### src/rtl/irqmap_pkg.sv
package irqmap_pkg;

  localparam int ADDR_W        = 16;
  localparam int DATA_W        = 32;
  localparam int PCI_MAPS      = 8;
  localparam int LINES_PER_MAP = 4;
  localparam int OBIO_MAPS     = 16;
  localparam int PCI_LINES     = PCI_MAPS * LINES_PER_MAP;
  localparam int IRQ_LINES     = PCI_LINES + OBIO_MAPS;
  localparam int PSEL_W        = $clog2(PCI_MAPS);
  localparam int OSEL_W        = $clog2(OBIO_MAPS);
  localparam int IDX_W         = (PSEL_W > OSEL_W) ? PSEL_W : OSEL_W;
  localparam int LINE_W        = $clog2(IRQ_LINES);
  localparam int DEVFN_W       = 8;
  localparam int PIN_W         = 2;

  localparam logic [ADDR_W-1:0] PCI_BASE  = 16'h0C00;
  localparam logic [ADDR_W-1:0] OBIO_BASE = 16'h1000;
  localparam logic [10:0]       SEED_HI   = 11'h7C0;

  // Strobes handed from the address decoder to the register bank.
  typedef struct packed {
    logic             wrPci;
    logic             wrObio;
    logic             rdPci;
    logic             rdObio;
    logic [IDX_W-1:0] idx;
    logic             enVal;
  } mapStrobe_t;

  // Fixed low field of PCI map register sel.
  function automatic logic [DATA_W-2:0] pciMapSeed(input logic [PSEL_W-1:0] sel);
    return (DATA_W-1)'(SEED_HI) | (DATA_W-1)'({sel, 2'b00});
  endfunction

endpackage

### src/rtl/irqmap_decode.sv
module irqmap_decode
  import irqmap_pkg::*;
#(
  parameter int ADDR_BITS = ADDR_W,
  parameter int PCI_REGS  = PCI_MAPS,
  parameter int OBIO_REGS = OBIO_MAPS
) (
  input  logic [ADDR_BITS-1:0] regAddr,
  input  logic                 regWe,
  input  logic                 wrMsb,
  output mapStrobe_t           strobe
);

  localparam int PCI_LOG  = $clog2(PCI_REGS) + 3;
  localparam int OBIO_LOG = $clog2(OBIO_REGS) + 3;

  logic pciHit;
  logic obioHit;
  logic upperWord;
  logic unusedLow;

  assign unusedLow = ^regAddr[1:0];
  assign upperWord = regAddr[2];
  assign pciHit    = (regAddr[ADDR_BITS-1:PCI_LOG]  == PCI_BASE[ADDR_BITS-1:PCI_LOG]);
  assign obioHit   = (regAddr[ADDR_BITS-1:OBIO_LOG] == OBIO_BASE[ADDR_BITS-1:OBIO_LOG]);

  always_comb begin
    strobe        = '0;
    strobe.rdPci  = pciHit & upperWord;
    strobe.rdObio = obioHit & upperWord;
    strobe.wrPci  = regWe & pciHit & upperWord;
    strobe.wrObio = regWe & obioHit & upperWord;
    strobe.enVal  = wrMsb;
    if (pciHit) strobe.idx = IDX_W'(regAddr[PCI_LOG-1:3]);
    else        strobe.idx = IDX_W'(regAddr[OBIO_LOG-1:3]);
  end

endmodule

### src/rtl/irqmap_bank.sv
module irqmap_bank
  import irqmap_pkg::*;
#(
  parameter int PCI_REGS  = PCI_MAPS,
  parameter int OBIO_REGS = OBIO_MAPS,
  parameter int WORD_W    = DATA_W
) (
  input  logic                 clk,
  input  logic                 rstN,
  input  logic                 devRst,
  input  mapStrobe_t           strobe,
  output logic [PCI_REGS-1:0]  pciEn,
  output logic [OBIO_REGS-1:0] obioEn,
  output logic [WORD_W-1:0]    rdData
);

  localparam int PS_W = $clog2(PCI_REGS);
  localparam int OS_W = $clog2(OBIO_REGS);

  logic [PS_W-1:0]   pSel;
  logic [OS_W-1:0]   oSel;
  logic [WORD_W-1:0] rdNext;

  assign pSel = strobe.idx[PS_W-1:0];
  assign oSel = strobe.idx[OS_W-1:0];

  always_ff @(posedge clk or negedge rstN) begin
    if (!rstN) begin
      pciEn <= '0;
    end else if (devRst) begin
      pciEn <= '0;
    end else if (strobe.wrPci) begin
      pciEn[pSel] <= strobe.enVal;
    end
  end

  always_ff @(posedge clk or negedge rstN) begin
    if (!rstN) begin
      obioEn <= '0;
    end else if (strobe.wrObio) begin
      obioEn[oSel] <= strobe.enVal;
    end
  end

  always_comb begin
    if (strobe.rdPci)       rdNext = {pciEn[pSel], pciMapSeed(pSel)};
    else if (strobe.rdObio) rdNext = {obioEn[oSel], {(WORD_W-1){1'b0}}};
    else                    rdNext = '0;
  end

  always_ff @(posedge clk or negedge rstN) begin
    if (!rstN) rdData <= '0;
    else       rdData <= rdNext;
  end

endmodule

### src/rtl/irqmap_gate.sv
module irqmap_gate
  import irqmap_pkg::*;
#(
  parameter int PCI_REGS  = PCI_MAPS,
  parameter int GROUP     = LINES_PER_MAP,
  parameter int OBIO_REGS = OBIO_MAPS
) (
  input  logic [PCI_REGS-1:0]                  pciEn,
  input  logic [OBIO_REGS-1:0]                 obioEn,
  input  logic [PCI_REGS*GROUP+OBIO_REGS-1:0]  irqIn,
  output logic [PCI_REGS*GROUP+OBIO_REGS-1:0]  irqOut
);

  localparam int NPCI = PCI_REGS * GROUP;

  for (genvar n = 0; n < NPCI; n++) begin : g_pci
    assign irqOut[n] = irqIn[n] & pciEn[n / GROUP];
  end

  for (genvar m = 0; m < OBIO_REGS; m++) begin : g_obio
    assign irqOut[NPCI + m] = irqIn[NPCI + m] & obioEn[m];
  end

endmodule

### src/rtl/irqmap_linenum.sv
module irqmap_linenum
  import irqmap_pkg::*;
#(
  parameter int DF_W = DEVFN_W,
  parameter int PN_W = PIN_W,
  parameter int LN_W = LINE_W
) (
  input  logic [DF_W-1:0] devfn,
  input  logic [PN_W-1:0] pinNum,
  output logic [LN_W-1:0] primLine,
  output logic [LN_W-1:0] bridgeLine
);

  localparam logic [LN_W-1:0] FUNC_OFS = LN_W'(16);

  logic unusedDf;
  assign unusedDf = ^{devfn[DF_W-1:5], devfn[2:1]};

  assign primLine   = LN_W'(pinNum) + (devfn[0] ? FUNC_OFS : '0);
  assign bridgeLine = LN_W'({devfn[4:3], 2'b00}) + LN_W'(pinNum);

endmodule

### src/rtl/irq_map_gate.sv
module irq_map_gate
  import irqmap_pkg::*;
(
  input  logic                 clk,
  input  logic                 rstN,
  input  logic                 devRst,
  input  logic [ADDR_W-1:0]    regAddr,
  input  logic                 regWe,
  input  logic [DATA_W-1:0]    regWdata,
  output logic [DATA_W-1:0]    rdData,
  input  logic [IRQ_LINES-1:0] irqIn,
  output logic [IRQ_LINES-1:0] irqOut,
  input  logic [DEVFN_W-1:0]   devfn,
  input  logic [PIN_W-1:0]     pinNum,
  output logic [LINE_W-1:0]    primLine,
  output logic [LINE_W-1:0]    bridgeLine
);

  mapStrobe_t           strobe;
  logic [PCI_MAPS-1:0]  pciEn;
  logic [OBIO_MAPS-1:0] obioEn;
  logic                 unusedWd;

  assign unusedWd = ^regWdata[DATA_W-2:0];

  irqmap_decode u_decode (
    .regAddr (regAddr),
    .regWe   (regWe),
    .wrMsb   (regWdata[DATA_W-1]),
    .strobe  (strobe)
  );

  irqmap_bank u_bank (
    .clk    (clk),
    .rstN   (rstN),
    .devRst (devRst),
    .strobe (strobe),
    .pciEn  (pciEn),
    .obioEn (obioEn),
    .rdData (rdData)
  );

  irqmap_gate u_gate (
    .pciEn  (pciEn),
    .obioEn (obioEn),
    .irqIn  (irqIn),
    .irqOut (irqOut)
  );

  irqmap_linenum u_linenum (
    .devfn      (devfn),
    .pinNum     (pinNum),
    .primLine   (primLine),
    .bridgeLine (bridgeLine)
  );

endmodule

### config.mk
export PLATFORM = sky130hd
export DESIGN_NAME = irq_map_gate
export DESIGN_NICKNAME = d
export VERILOG_FILES = /design/src/rtl/irqmap_pkg.sv /design/src/rtl/irqmap_decode.sv /design/src/rtl/irqmap_bank.sv /design/src/rtl/irqmap_gate.sv /design/src/rtl/irqmap_linenum.sv /design/src/rtl/irq_map_gate.sv
export SDC_FILE = /design/constraint.sdc
export NUM_CORES = 1
export LEC_CHECK = 0
export CAP_MARGIN = 0
export CELL_PAD_IN_SITES_DETAIL_PLACEMENT = 0
export CELL_PAD_IN_SITES_GLOBAL_PLACEMENT = 1
export CORE_UTILIZATION = 23
export DETAILED_ROUTE_END_ITERATION = 10
export PLACE_DENSITY = 0.91
export SLEW_MARGIN = 20
export SYNTH_ARGS = -nofsm -noshare
export SYNTH_HDL_FRONTEND = slang
export SYNTH_SLANG_ARGS = --single-unit
### constraint.sdc
create_clock -name clk -period 3.4 [get_ports clk]
set_clock_uncertainty 0.2 [all_clocks]
set_input_delay 1.02 -clock clk [delete_from_list [all_inputs] [get_ports clk]]
set_output_delay 1.02 -clock clk [all_outputs]
set_load 0.05 [all_outputs]
* Word level (Yosys, flattened, before mapping)
Index checks and enable logic that the tools add are counted.
** Operators by class
- Multiply operators :: 0
- Divide/modulo/power cells :: 0
- Reductions and logical operators :: 3
- Muxes and demuxes :: 16
- Shift-type cells :: 0
- Add/sub/neg operators :: 2
- $lt $le $gt $ge :: 4
- Bitwise gates (word level) :: 54
- Eq/ne operators :: 2
** Operators by type and width (number)
- $mux W32 :: 2
- $and A1 B1 Y1 :: 54
- $bwmux W16 :: 1
- $mux W8 :: 2
- $eq A10 B6 Y1 const B :: 1
- $eq A9 B6 Y1 const B :: 1
- $bwmux W8 :: 1
- $add A2 B6 Y6 :: 1
- $add A4 B2 Y5 :: 1
- $lt A4 B5 Y1 const B :: 1
- $mux W5 :: 1
- $bmux W1 S4 :: 1
- $demux W1 S4 :: 1
- $ge A4 B1 Y1 const B :: 1
- $lt A3 B4 Y1 const B :: 1
- $mux W1 :: 4
- $mux W4 :: 1
- $bmux W1 S3 :: 1
- $demux W1 S3 :: 1
- $ge A3 B1 Y1 const B :: 1
- $logic_and A1 B1 Y1 :: 2
- $reduce_bool A2 Y1 :: 1
** Word-level totals
- Register bits after elaboration :: 56
- Output and inout port bits :: 92
- RAM bits :: 0
- Memories :: 0
- Word-level logic and storage cells :: 84
- Bits in latches :: 0
- Memory bits (read-only) :: 0

* Logic depth before layout (Yosys ltp)
- Depth after elaboration :: 9
- Gate-level depth with buffers :: 5
- Gate-level depth less buffers :: 4

* Modules after synthesis
Synthesis repeated with hierarchy kept, for this count alone.
** Unflattened totals
- Cells, all modules :: 240
- Area total of the unflattened synthesis :: 2184.6 um^2
** By module, submodules not included
- irqmap_bank :: cells each 165, area an instance 1677.9 um^2, instances 1
- irqmap_gate :: cells each 48, area an instance 300.3 um^2, instances 1
- irqmap_decode :: cells each 14, area an instance 112.6 um^2, instances 1
- irqmap_linenum :: cells each 13, area an instance 93.8 um^2, instances 1

* Least setup slack after synthesis
OpenSTA, ideal clock, no wires.
- Path kind :: input -> output
- Start :: input irqIn[0]
- End :: output irqOut[0]
- Data required time :: 2.180 ns
- Path buffers :: 0
- Setup slack :: 0.748 ns
- Cell stages on the path :: 1
- Arrival time :: 1.432 ns
- Path through :: and2_1
** Between the ends
- Cells in the longest elaborated chain, start to end :: 1
** Ends and longest elaborated chain
- start, declared :: line irq_map_gate.sv:11 : input logic [IRQ_LINES-1:0] irqIn,
- $and A1 B1 Y1 :: line irqmap_gate.sv:17 : assign irqOut[n] = irqIn[n] & pciEn[n / GROUP];
- end, declared :: line irq_map_gate.sv:12 : output logic [IRQ_LINES-1:0] irqOut,
No other way between the ends.

* Final worst setup path
- Start :: input irqIn[36]
- End :: output irqOut[36]
** Between the ends
- Cells in the longest elaborated chain, start to end :: 1
** Ends and longest elaborated chain
- $and A1 B1 Y1 :: line irqmap_gate.sv:21 : assign irqOut[NPCI + m] = irqIn[NPCI + m] & obioEn[m];
No other way between the ends.

==> metrics <==
status=completed; die area=10000 um2; via count of the first global-routing pass=1869; crit path capture type=primary output; number of synthesized flops with an enable pin=0; fin crit share=89.3%; IO Port Bufs=123; Hold Path End=u_bank.obioEn[13]$_DFFE_PN0P_; Pwr Density=205 nW/um2; synthesized netlist cell count=224; # IOs=202; setup bufs post-CTS=0; Final setup viols=0; Post-DP HPWL=4780 um; H-tree depth=2; top cells by count, synth=51 x and2_1, 40 x buf_4, 29 x dfrtp_1; drt total wl=5870 um; PostCTS Resize Cnt=0; Synth Flop Type=dfrtp_1; dpl cell area=3870 um2; Seq/Total Area, Yosys=32.7%; clock sink count=29; Routed wire per std cell=12.6 um; Max VDD drop=117 uV; top-area cell type share of the netlist area=32.7%; Pins Over Slew Limit=0; share of cells above drive strength 1=22.6%; Post-DRT Antenna Nets=0; first-pass GRT wire length=9280 um; num rows=35; Synth area leader=dfrtp_1; r2r worst-path depth=4; synthesized area per cell=9.90 um2; DRT iter0 DRCs=42; Tot GR Track Use=12.0%; fmax=329 MHz; largest family of logic cells by synthesized area=simple AND/OR/NAND/NOR gates; Fin. Hold Viols=0; cts bufs inserted=5; leakage=1.78 nW; Rel. slew slack=59.7%; Req. time, crit path=2180 ps; hold_buf cts=0; via count=1913; FFs w/ async S/R, synth=100%; min-delay worst type=flip-flop to flip-flop; setup slack, reg-to-reg=1680 ps; Adder-Cell Fraction of Synth Area=0%; Yosys cell types=35; core area=9280 um2; max-cap viol count=0; post-route cell area=3960 um2; most common cell in the netlist=and2_1; Clock Latency Late Sink=290 ps; setup TNS=0 ps; min Tclk post-route=3040 ps; mux share of post-synthesis cell area=18.3%; gpl congestion=0.808; Filler Cells Inserted=899; RSZ-0062 raised after global routing=no; CP Class=input port to primary output; Via density=4.11; initial antenna violation count=0; clk buf depth=2; reg2reg start=u_bank.pciEn[1]$_DFFE_PN0P_; Synth Warn #=0; Initial Util=23.9%; Synth Area in Compound Gates=1.97%; # diodes=0; CP Launch Type=input port; grt total ovfl=0; TritonCTS clock tree=done; CP Cell Sequence=clkdlybuf4s50_1, and2_1, buf_12; worst-margin pin slew=602 ps; Die X-Extent=100 um; synthesized cell area=2220 um2; hold path depth=1; Clock transition at path regs=60 ps; largest net degree at the start of global routing=30; post-synthesis xor/xnor area fraction=0%; crit path DAT=1820 ps; critical path fanouts, max=1; critical path's largest stage delay=460 ps; Die Ht=100 um; synthesized flop and latch total=29; simple-gate share of the synthesized area=30.2%; DR pass1 iterations=4; Area Overhead vs Synth=78.3%; Residual DRC=0; hold_sp=u_bank.obioEn[13]$_DFFE_PN0P_; Layout Nets=446; CTS Root Cell=clkbuf_8; Area contributors post-synth=dfrtp_1 33%, and2_1 14%, buf_4 14%; slowest stage cell, crit path=clkdlybuf4s50_1; reg2reg end=u_bank.rdData[31]$_DFF_PN0_
## stage by stage
stage	setup slack (ps)	hold WS [ps]	std cells	total power, mW	util [%]
after global placement	245	296	458	0.543	41.7
after CTS	364	319	466	0.823	42.6
after floorplan	748	264	251	0.497	-
after detailed placement	216	306	458	0.545	41.7
after global routing	335	326	466	0.854	42.6
final	364	309	466	0.812	42.6
## worst max-delay path by stage
| stage | start | endpoint | slack, ps |
|---|---|---|---|
| after floorplan | irqIn[0] | irqOut[0] | 750 |
| after global placement | regAddr[9] | u_bank.obioEn[3]$_DFFE_PN0P_ | 250 |
| after detailed placement | regAddr[8] | u_bank.obioEn[1]$_DFFE_PN0P_ | 220 |
| after CTS | irqIn[36] | irqOut[36] | 360 |
| after global routing | regAddr[8] | u_bank.obioEn[0]$_DFFE_PN0P_ | 340 |
| final | irqIn[36] | irqOut[36] | 360 |
## layout make-up
| class | count | area [um2] | area share (%) |
|---|---|---|---|
| clock buffer | 6 | 72.6 | 1.83 |
| clock inverter | 2 | 10.0 | 0.253 |
| inverter | 5 | 18.8 | 0.475 |
| multi-input combinational | 168 | 1220 | 31.0 |
| sequential | 29 | 726 | 18.3 |
| tap | 129 | 161 | 4.08 |
| timing repair buffer | 127 | 1740 | 44.0 |
## routing by layer
layer | global-route usage, % | part of all wire (%) | up-vias
li1 | - | - | 918
met1 | 13.7 | 39 | 914
met2 | 21.4 | 54 | 75
met3 | 3.06 | 5.9 | 6
met4 | 4.35 | 1.4 | 0
met5 | 0 | 0 | -
## power by group
group	switching (mW)	leakage, nW	internal (mW)
registers	0.000190	0.405	0.345
clock network	0.132	0.0450	0.141
logic	0.111	1.33	0.0819
## registers in the layout, indices dropped and copies added, names as in the netlist
signal         cells
u_bank.obioEn     16
u_bank.pciEn       8
u_bank.rdData      5
## critical path, delay by kind of cell
kind | cells | cell delay (ps)
buf+inv | 2 | 610
simple gates | 1 | 180
## cells by family (layout without fill, tap and decap cells)
logic type,count (synthesis),after routing
compound gates,6,6
buf+inv,54,140
flops,29,29
mux,32,32
other cells,1,28
simple gates,102,102
## cell usage in the layout, fill, tap and decap left out, drive strengths merged, types with 2 or more instances in the layout
cell / netlist / final
and2: 51 / 51
buf: 44 / 52
clkbuf: 5 / 6
clkdlybuf4s50: 0 / 75
clkinv: 0 / 2
conb: 1 / 28
dfrtp: 29 / 29
inv: 5 / 5
mux2: 19 / 19
mux2i: 9 / 9
mux4: 4 / 4
nand2: 4 / 4
nand2b: 11 / 11
nand3: 5 / 5
nand3b: 5 / 5
nor2: 2 / 2
nor3: 12 / 12
nor4: 5 / 5
o21ai: 2 / 2
Power figures use the tool's default switching activity.
